[config.mk]
export PLATFORM = sky130hd
export DESIGN_NAME = isa_dma_pci_bridge
export DESIGN_NICKNAME = d
export VERILOG_FILES = /design/src/rtl/dmabr_pkg.sv /design/src/rtl/dmabr_pick.sv /design/src/rtl/dmabr_lane.sv /design/src/rtl/isa_dma_pci_bridge.sv
export SDC_FILE = /design/constraint.sdc
export NUM_CORES = 1
export LEC_CHECK = 0
export BUFFER_PORTS_ARGS = -buffer_cell sky130_fd_sc_hd__buf_2
export CORE_AREA = 4 4 133 135
export CTS_CLUSTER_DIAMETER = 120
export DETAILED_ROUTE_END_ITERATION = 6
export DIE_AREA = 0 0 137 139
export PLACE_DENSITY = 0.69
export SLEW_MARGIN = 25
export SYNTH_ARGS = -nofsm -noshare
export SYNTH_HDL_FRONTEND = slang
export SYNTH_SLANG_ARGS = --single-unit
[constraint.sdc]
create_clock -name clk -period 2.2 [get_ports clk]
set_input_delay 0.11 -clock clk [delete_from_list [all_inputs] [get_ports clk]]
set_output_delay 0.11 -clock clk [all_outputs]
set_load 0.05 [all_outputs]
[src/rtl/dmabr_pkg.sv]
package dmabr_pkg;
    localparam int PCI_DW = 32;
    localparam int ISA_DW = 16;
    localparam int CBE_W  = PCI_DW / 8;

    typedef enum logic [2:0] {
        ST_IDLE,
        ST_ARB,
        ST_OWN,
        ST_ADDR,
        ST_DATA,
        ST_DONE
    } dma_state_e;

    localparam logic [CBE_W-1:0] CMD_MEM_RD = 4'b0110;
    localparam logic [CBE_W-1:0] CMD_MEM_WR = 4'b0111;
endpackage

[src/rtl/dmabr_pick.sv]
module dmabr_pick #(
    parameter int NCH = 7
) (
    input  logic [NCH-1:0] req,
    output logic [NCH-1:0] pick,
    output logic           any
);
    assign any = |req;

    for (genvar i = 0; i < NCH; i++) begin : g_pri
        if (i == 0) begin : g_first
            assign pick[i] = req[i];
        end else begin : g_rest
            assign pick[i] = req[i] & ~(|req[i-1:0]);
        end
    end
endmodule

[src/rtl/dmabr_lane.sv]
module dmabr_lane
    import dmabr_pkg::*;
(
    input  logic              is_word,
    input  logic [1:0]        lo,
    input  logic [ISA_DW-1:0] isa_wr,
    input  logic [PCI_DW-1:0] pci_rd,
    output logic [CBE_W-1:0]  be_n,
    output logic [PCI_DW-1:0] pci_wr,
    output logic [ISA_DW-1:0] isa_rd
);
    logic [7:0]  byte_wr;
    logic [7:0]  byte_rd;
    logic [15:0] half_rd;

    always_comb begin
        byte_wr = lo[0] ? isa_wr[15:8] : isa_wr[7:0];
        byte_rd = pci_rd[8*lo +: 8];
        half_rd = lo[1] ? pci_rd[31:16] : pci_rd[15:0];
        if (is_word) begin
            be_n   = lo[1] ? 4'b0011 : 4'b1100;
            pci_wr = {2{isa_wr}};
            isa_rd = half_rd;
        end else begin
            be_n   = ~(4'b0001 << lo);
            pci_wr = {4{byte_wr}};
            isa_rd = lo[0] ? {byte_rd, 8'h00} : {8'h00, byte_rd};
        end
    end
endmodule

[src/rtl/isa_dma_pci_bridge.sv]
module isa_dma_pci_bridge
    import dmabr_pkg::*;
#(
    parameter int NLO = 4,
    parameter int NHI = 3,
    parameter int AW  = 32
) (
    input  logic                  clk,
    input  logic                  rst_n,
    input  logic [NLO-1:0]        dreq_lo_i,
    input  logic [NHI-1:0]        dreq_hi_i,
    output logic [NLO-1:0]        dack_lo_n_o,
    output logic [NHI-1:0]        dack_hi_n_o,
    input  logic [(NLO+NHI)*AW-1:0] chan_addr_i,
    output logic                  bus_req_o,
    input  logic                  bus_gnt_i,
    input  logic                  memr_n_i,
    input  logic                  memw_n_i,
    input  logic [ISA_DW-1:0]     isa_d_i,
    output logic [ISA_DW-1:0]     isa_d_o,
    output logic                  isa_d_oe_o,
    output logic                  iochrdy_o,
    output logic                  frame_n_o,
    output logic                  irdy_n_o,
    input  logic                  trdy_n_i,
    output logic [CBE_W-1:0]      cbe_n_o,
    output logic [AW-1:0]         ad_o,
    output logic                  ad_oe_o,
    input  logic [PCI_DW-1:0]     ad_i
);
    localparam int NCH = NLO + NHI;

    dma_state_e        state, nxt;
    logic [NCH-1:0]    req, pick, win_q, ack;
    logic              any_req, strobe, win_held, word_q, wr_q;
    logic [AW-1:0]     addr_q, addr_sel;
    logic [ISA_DW-1:0] wdat_q;
    logic [PCI_DW-1:0] rdat_q;
    logic [CBE_W-1:0]  be_n;
    logic [PCI_DW-1:0] pci_wr;
    logic [ISA_DW-1:0] isa_rd;

    assign req      = {dreq_hi_i, dreq_lo_i};
    assign strobe   = !memr_n_i || !memw_n_i;
    assign win_held = |(req & win_q);

    dmabr_pick #(.NCH(NCH)) i_pick (
        .req  (req),
        .pick (pick),
        .any  (any_req)
    );

    dmabr_lane i_lane (
        .is_word (word_q),
        .lo      (addr_q[1:0]),
        .isa_wr  (wdat_q),
        .pci_rd  (rdat_q),
        .be_n    (be_n),
        .pci_wr  (pci_wr),
        .isa_rd  (isa_rd)
    );

    always_comb begin
        addr_sel = '0;
        for (int s = 0; s < NCH; s++) begin
            if (win_q[s]) addr_sel = addr_sel | chan_addr_i[s*AW +: AW];
        end
    end

    // state register
    always_ff @(posedge clk or negedge rst_n) begin
        if (!rst_n) state <= ST_IDLE;
        else        state <= nxt;
    end

    // transitions
    always_comb begin
        nxt = state;
        unique case (state)
            ST_IDLE: if (any_req) nxt = ST_ARB;
            ST_ARB: begin
                if (!any_req)      nxt = ST_IDLE;
                else if (bus_gnt_i) nxt = ST_OWN;
            end
            ST_OWN: begin
                if (strobe)         nxt = ST_ADDR;
                else if (!win_held) nxt = ST_IDLE;
            end
            ST_ADDR: nxt = ST_DATA;
            ST_DATA: if (!trdy_n_i) nxt = ST_DONE;
            ST_DONE: if (!strobe)   nxt = ST_OWN;
            default: nxt = ST_IDLE;
        endcase
    end

    // transfer registers
    always_ff @(posedge clk or negedge rst_n) begin
        if (!rst_n) begin
            win_q  <= '0;
            word_q <= 1'b0;
            wr_q   <= 1'b0;
            addr_q <= '0;
            wdat_q <= '0;
            rdat_q <= '0;
        end else begin
            if (state == ST_ARB && any_req && bus_gnt_i) begin
                win_q  <= pick;
                word_q <= |pick[NCH-1:NLO];
            end
            if (state == ST_OWN && strobe) begin
                wr_q   <= memr_n_i;
                addr_q <= addr_sel;
                wdat_q <= isa_d_i;
            end
            if (state == ST_DATA && !trdy_n_i) rdat_q <= ad_i;
        end
    end

    // outputs
    always_comb begin
        ack         = (state == ST_OWN || state == ST_ADDR ||
                       state == ST_DATA || state == ST_DONE) ? win_q : '0;
        dack_lo_n_o = ~ack[NLO-1:0];
        dack_hi_n_o = ~ack[NCH-1:NLO];
        bus_req_o   = (state != ST_IDLE);
        iochrdy_o   = !((state == ST_OWN && strobe) ||
                        state == ST_ADDR || state == ST_DATA);
        frame_n_o   = (state != ST_ADDR);
        irdy_n_o    = (state != ST_DATA);
        ad_oe_o     = (state == ST_ADDR) || (state == ST_DATA && wr_q);
        ad_o        = '0;
        cbe_n_o     = '1;
        if (state == ST_ADDR) begin
            ad_o    = addr_q;
            cbe_n_o = wr_q ? CMD_MEM_WR : CMD_MEM_RD;
        end else if (state == ST_DATA) begin
            ad_o    = wr_q ? pci_wr : '0;
            cbe_n_o = be_n;
        end
        isa_d_oe_o  = (state == ST_DONE) && !wr_q;
        isa_d_o     = isa_d_oe_o ? isa_rd : '0;
    end

    AST_ACK_ONEHOT: assert property (@(posedge clk) disable iff (!rst_n)
        $onehot0(~{dack_hi_n_o, dack_lo_n_o}));
    AST_ACK_AFTER_GNT: assert property (@(posedge clk) disable iff (!rst_n)
        $rose(|(~{dack_hi_n_o, dack_lo_n_o})) |-> $past(bus_gnt_i));
    AST_ACK_NEEDS_REQ: assert property (@(posedge clk) disable iff (!rst_n)
        (|(~{dack_hi_n_o, dack_lo_n_o})) |-> bus_req_o);
    AST_ACK_STICKY: assert property (@(posedge clk) disable iff (!rst_n)
        ((|(~{dack_hi_n_o, dack_lo_n_o})) && $past(|(~{dack_hi_n_o, dack_lo_n_o})))
        |-> $stable({dack_hi_n_o, dack_lo_n_o}));
    AST_FRAME_HOLDS_RDY: assert property (@(posedge clk) disable iff (!rst_n)
        !frame_n_o |-> !iochrdy_o);
    AST_CMD_CODE: assert property (@(posedge clk) disable iff (!rst_n)
        !frame_n_o |-> (cbe_n_o == CMD_MEM_RD || cbe_n_o == CMD_MEM_WR));
    AST_FRAME_SINGLE: assert property (@(posedge clk) disable iff (!rst_n)
        !frame_n_o |=> (frame_n_o && !irdy_n_o));
    AST_RDY_RELEASE: assert property (@(posedge clk) disable iff (!rst_n)
        (!irdy_n_o && !trdy_n_i) |=> (iochrdy_o && irdy_n_o));
    AST_BE_LANES: assert property (@(posedge clk) disable iff (!rst_n)
        !irdy_n_o |-> ($countones(~cbe_n_o) == 1 || $countones(~cbe_n_o) == 2));
endmodule

==> flow_summary.toml <==
[layout]
multi_input_area_um2 = 2960
final_nets = 1220
fillers = 1536
post-route-util_pct = 51.5
drive_gt1_share_pct = 49.0
seqCellArea_um2 = 2300
syn_to_final_growth_pct = 54.0
instances_no_fill = 1166

[die]
initial_core_util_pct = 33.5
die_h_um = 139
dieArea_um2 = 19000
pin_count = 350
die-width_um = 137
rows = 47
core_um2 = 16500

[yosys]
synth-seq-cells = 92
ys.flop_type = "dfrtp_1"
synth_edf_count = 0
synthTopCellsByArea = "dfrtp_1 42%, mux2_2 7.6%, a222oi_1 6.0%"
syn_avg_cell_area_um2 = 10.1
synth_most_common_cell = "dfrtp_1"
syn_inst = 547
yosysTopAreaCellShare_pct = 41.8
synth_area_um2 = 5510
yosysUniqueCellTypes = 48
synth_fp_nets = 832
yosys-top-cells-count = "92 x dfrtp_1, 56 x nand2_1, 55 x nor2_1"
synth_top_area_cell = "dfrtp_1"
yosysWarnings = 0
synthArstFlopShare_pct = 100
ys_seq_area_share_pct = 41.8

[global_routing]
antenna_found_initial = 11
grt_util_all_layers_pct = 27.3
overflow = 0
grt_pass1_vias = 6310
grt_pass1_wl_um = 38600
grt_max_degree = 49

[detailed_routing]
drc = 5
totalWireLength_um = 27100
routedWlPerCell_um = 23.2
vias = 6395
viasPerCell = 5.48
ant_nets = 0
first_iter_violations = 878
drt-pass1-iter-count = 7

[critical_path]
reg2regPathDepth = 4
critPathTopFamily = "simple AND/OR/NAND/NOR gates"
end_kind = "primary output"
worstPathCellList = "nand2b_1 > nand2_1 > a21oi_1 > a21o_1 > buf_2"
path_class = "reg2out"
path_buf_inv = 1
reg2reg_from = "win_q[5]"
path_max_fanout = 10
setup.reg_to_reg.worst_slack_ns = 0.38
required_ns = 2.09
timing.rr.end = "addr_q[8]"
cpPeakStageDelay_ns = 0.46
arrival_ns = 2.03
cp-start-kind = "flip-flop"
cpMaxStageDelayCell = "nand2b_1"

[sta]
drv_slew = 0
fin_ws_ns = 0.0611
fmax_ghz = 0.468
finalCritPeriodShare_pct = 97.2
hold_viol = 0
skew_ns = 0.00951
rsz0062_at_grt = "no"
min_period_ns = 2.14
max_slew_margin_pct = 36.7
finalSetupTns_ns = 0
worstMarginPinSlew_ns = 0.949
finalSetupViolCount = 0
holdWs_ns = 0.0186

[power_and_ir_drop]
powerDensity_nw_per_um2 = 1300
vdd_ir_drop_max_mv = 0.511
leakage_uw = 0.00427

[clock_network]
clock_sinks = 92
cts_tree = "built"
post_cts_buffers = 0
cts_root_buffer = "clkbuf_16"
path_clk_slew_ns = 0.07
h-tree-depth = 3
cts_made_buffers = 9
cts_buffer_depth = 2
clk_latency_ns = 0.35

[min_path]
hold_class = "in2reg"
min_to = "wdat_q[1]"
whs_path_depth = 2
min_from = "isa_d_i[1]"

[placement]
dp.cells = 1097
pre_cts_slack_ns = 0.326
gp_congestion = 0.952
hpwl_um = 21400
io_buffers = 349

[status]
outcome = "finished with violations"
violations = "design-rule violations"

[run]
maxCapViolations = 0
-- worst register-to-register path, stage by stage, from the launching register on --
cell	delay (ns)
dfrtp_1	0.66
buf_4	0.34
a22o_1	0.22
a221oi_1	0.34
a31oi_1	0.14
-- where the power goes --
part	internal (uW)	switching, uW
registers	2530	741
clock network	1030	684
logic	2450	3600
-- per-stage QoR --
stage | instance area [um2] | power (uW)
after floorplan | 5510 | 7180
after global placement | 7640 | 9080
after detailed placement | 7640 | 9180
after CTS | 8430 | 11000
after global routing | 8480 | 11700
final | 8490 | 11000
-- how the worst max path moves through the flow --
stage	from	to	depth (start not counted)	slack, ns
final	word_q	ad_o[21]	5	0.06
after global routing	state[1]	ad_o[26]	6	0.01
after CTS	state[1]	ad_o[28]	7	0.005
after detailed placement	state[1]	ad_o[26]	6	0.33
after global placement	state[1]	ad_o[26]	6	0.34
after floorplan	state[2]	isa_d_o[0]	5	-0.01
-- registers in the layout (all words and copies together), names as in the netlist --
register  flops
word_q        1
wdat_q       16
win_q         7
addr_q       32
rdat_q       32
state         3
wr_q          1
-- cells in the final DEF, fill, tap and decap left out, drive strengths merged, types with 2 or more instances in the layout --
| master | netlist | final |
|---|---|---|
| o21ai | 8 | 8 |
| dlygate4sd3 | 0 | 47 |
| bufinv | 0 | 2 |
| a22oi | 2 | 2 |
| mux2i | 16 | 16 |
| nand3 | 3 | 3 |
| inv | 3 | 4 |
| a22o | 32 | 32 |
| a31oi | 33 | 33 |
| a21o | 31 | 31 |
| or3 | 3 | 3 |
| clkbuf | 35 | 11 |
| nand3b | 2 | 2 |
| nor3b | 2 | 2 |
| dfrtp | 92 | 92 |
| mux2 | 49 | 49 |
| nand2 | 56 | 56 |
| a221oi | 32 | 32 |
| nor2 | 56 | 56 |
| diode | 0 | 6 |
| nand2b | 4 | 4 |
| buf | 17 | 382 |
| o22a | 2 | 2 |
| nor2b | 2 | 2 |
| a222oi | 33 | 33 |
| a21oi | 18 | 18 |
-- area by class of cell --
class | count | share of cell area (%)
Inverter | 3 | 0.133
Multi-Input combinational cell | 400 | 34.9
Antenna cell | 6 | 0.177
Sequential cell | 92 | 27.1
Tap cell | 220 | 3.24
Clock buffer | 11 | 2.86
Timing Repair Buffer | 429 | 30.6
Clock inverter | 5 | 0.988
-- logic make-up after synthesis --
kind of cell | synth area share (%)
compound gates | 28.7
simple gates | 10.6
flops | 41.8
mux | 13.6
buf+inv | 5.16
xor+xnor | 0.159
-- per-layer routing --
metal / wire length, um / share of wire [%] / up-vias / GRT usage, %
met4: 613 / 2.3 / 4 / 9.66
met1: 11200 / 41 / 3006 / 37.4
li1: - / - / 2931 / -
met3: 2770 / 10 / 44 / 6.60
met5: 27 / 0.10 / - / 0
met2: 12500 / 46 / 410 / 41.8
-- what timing repair did --
item / in CTS / in global routing
cloned: 0 / 0
gates resized for setup: 1 / 10
pin swaps: 0 / 0
hold buffers: 46 / 1
setup endpoints to repair: 2 / 32
endpoints found under the hold margin: 90 / 1
No activity file was read; power rests on OpenSTA's default activity.
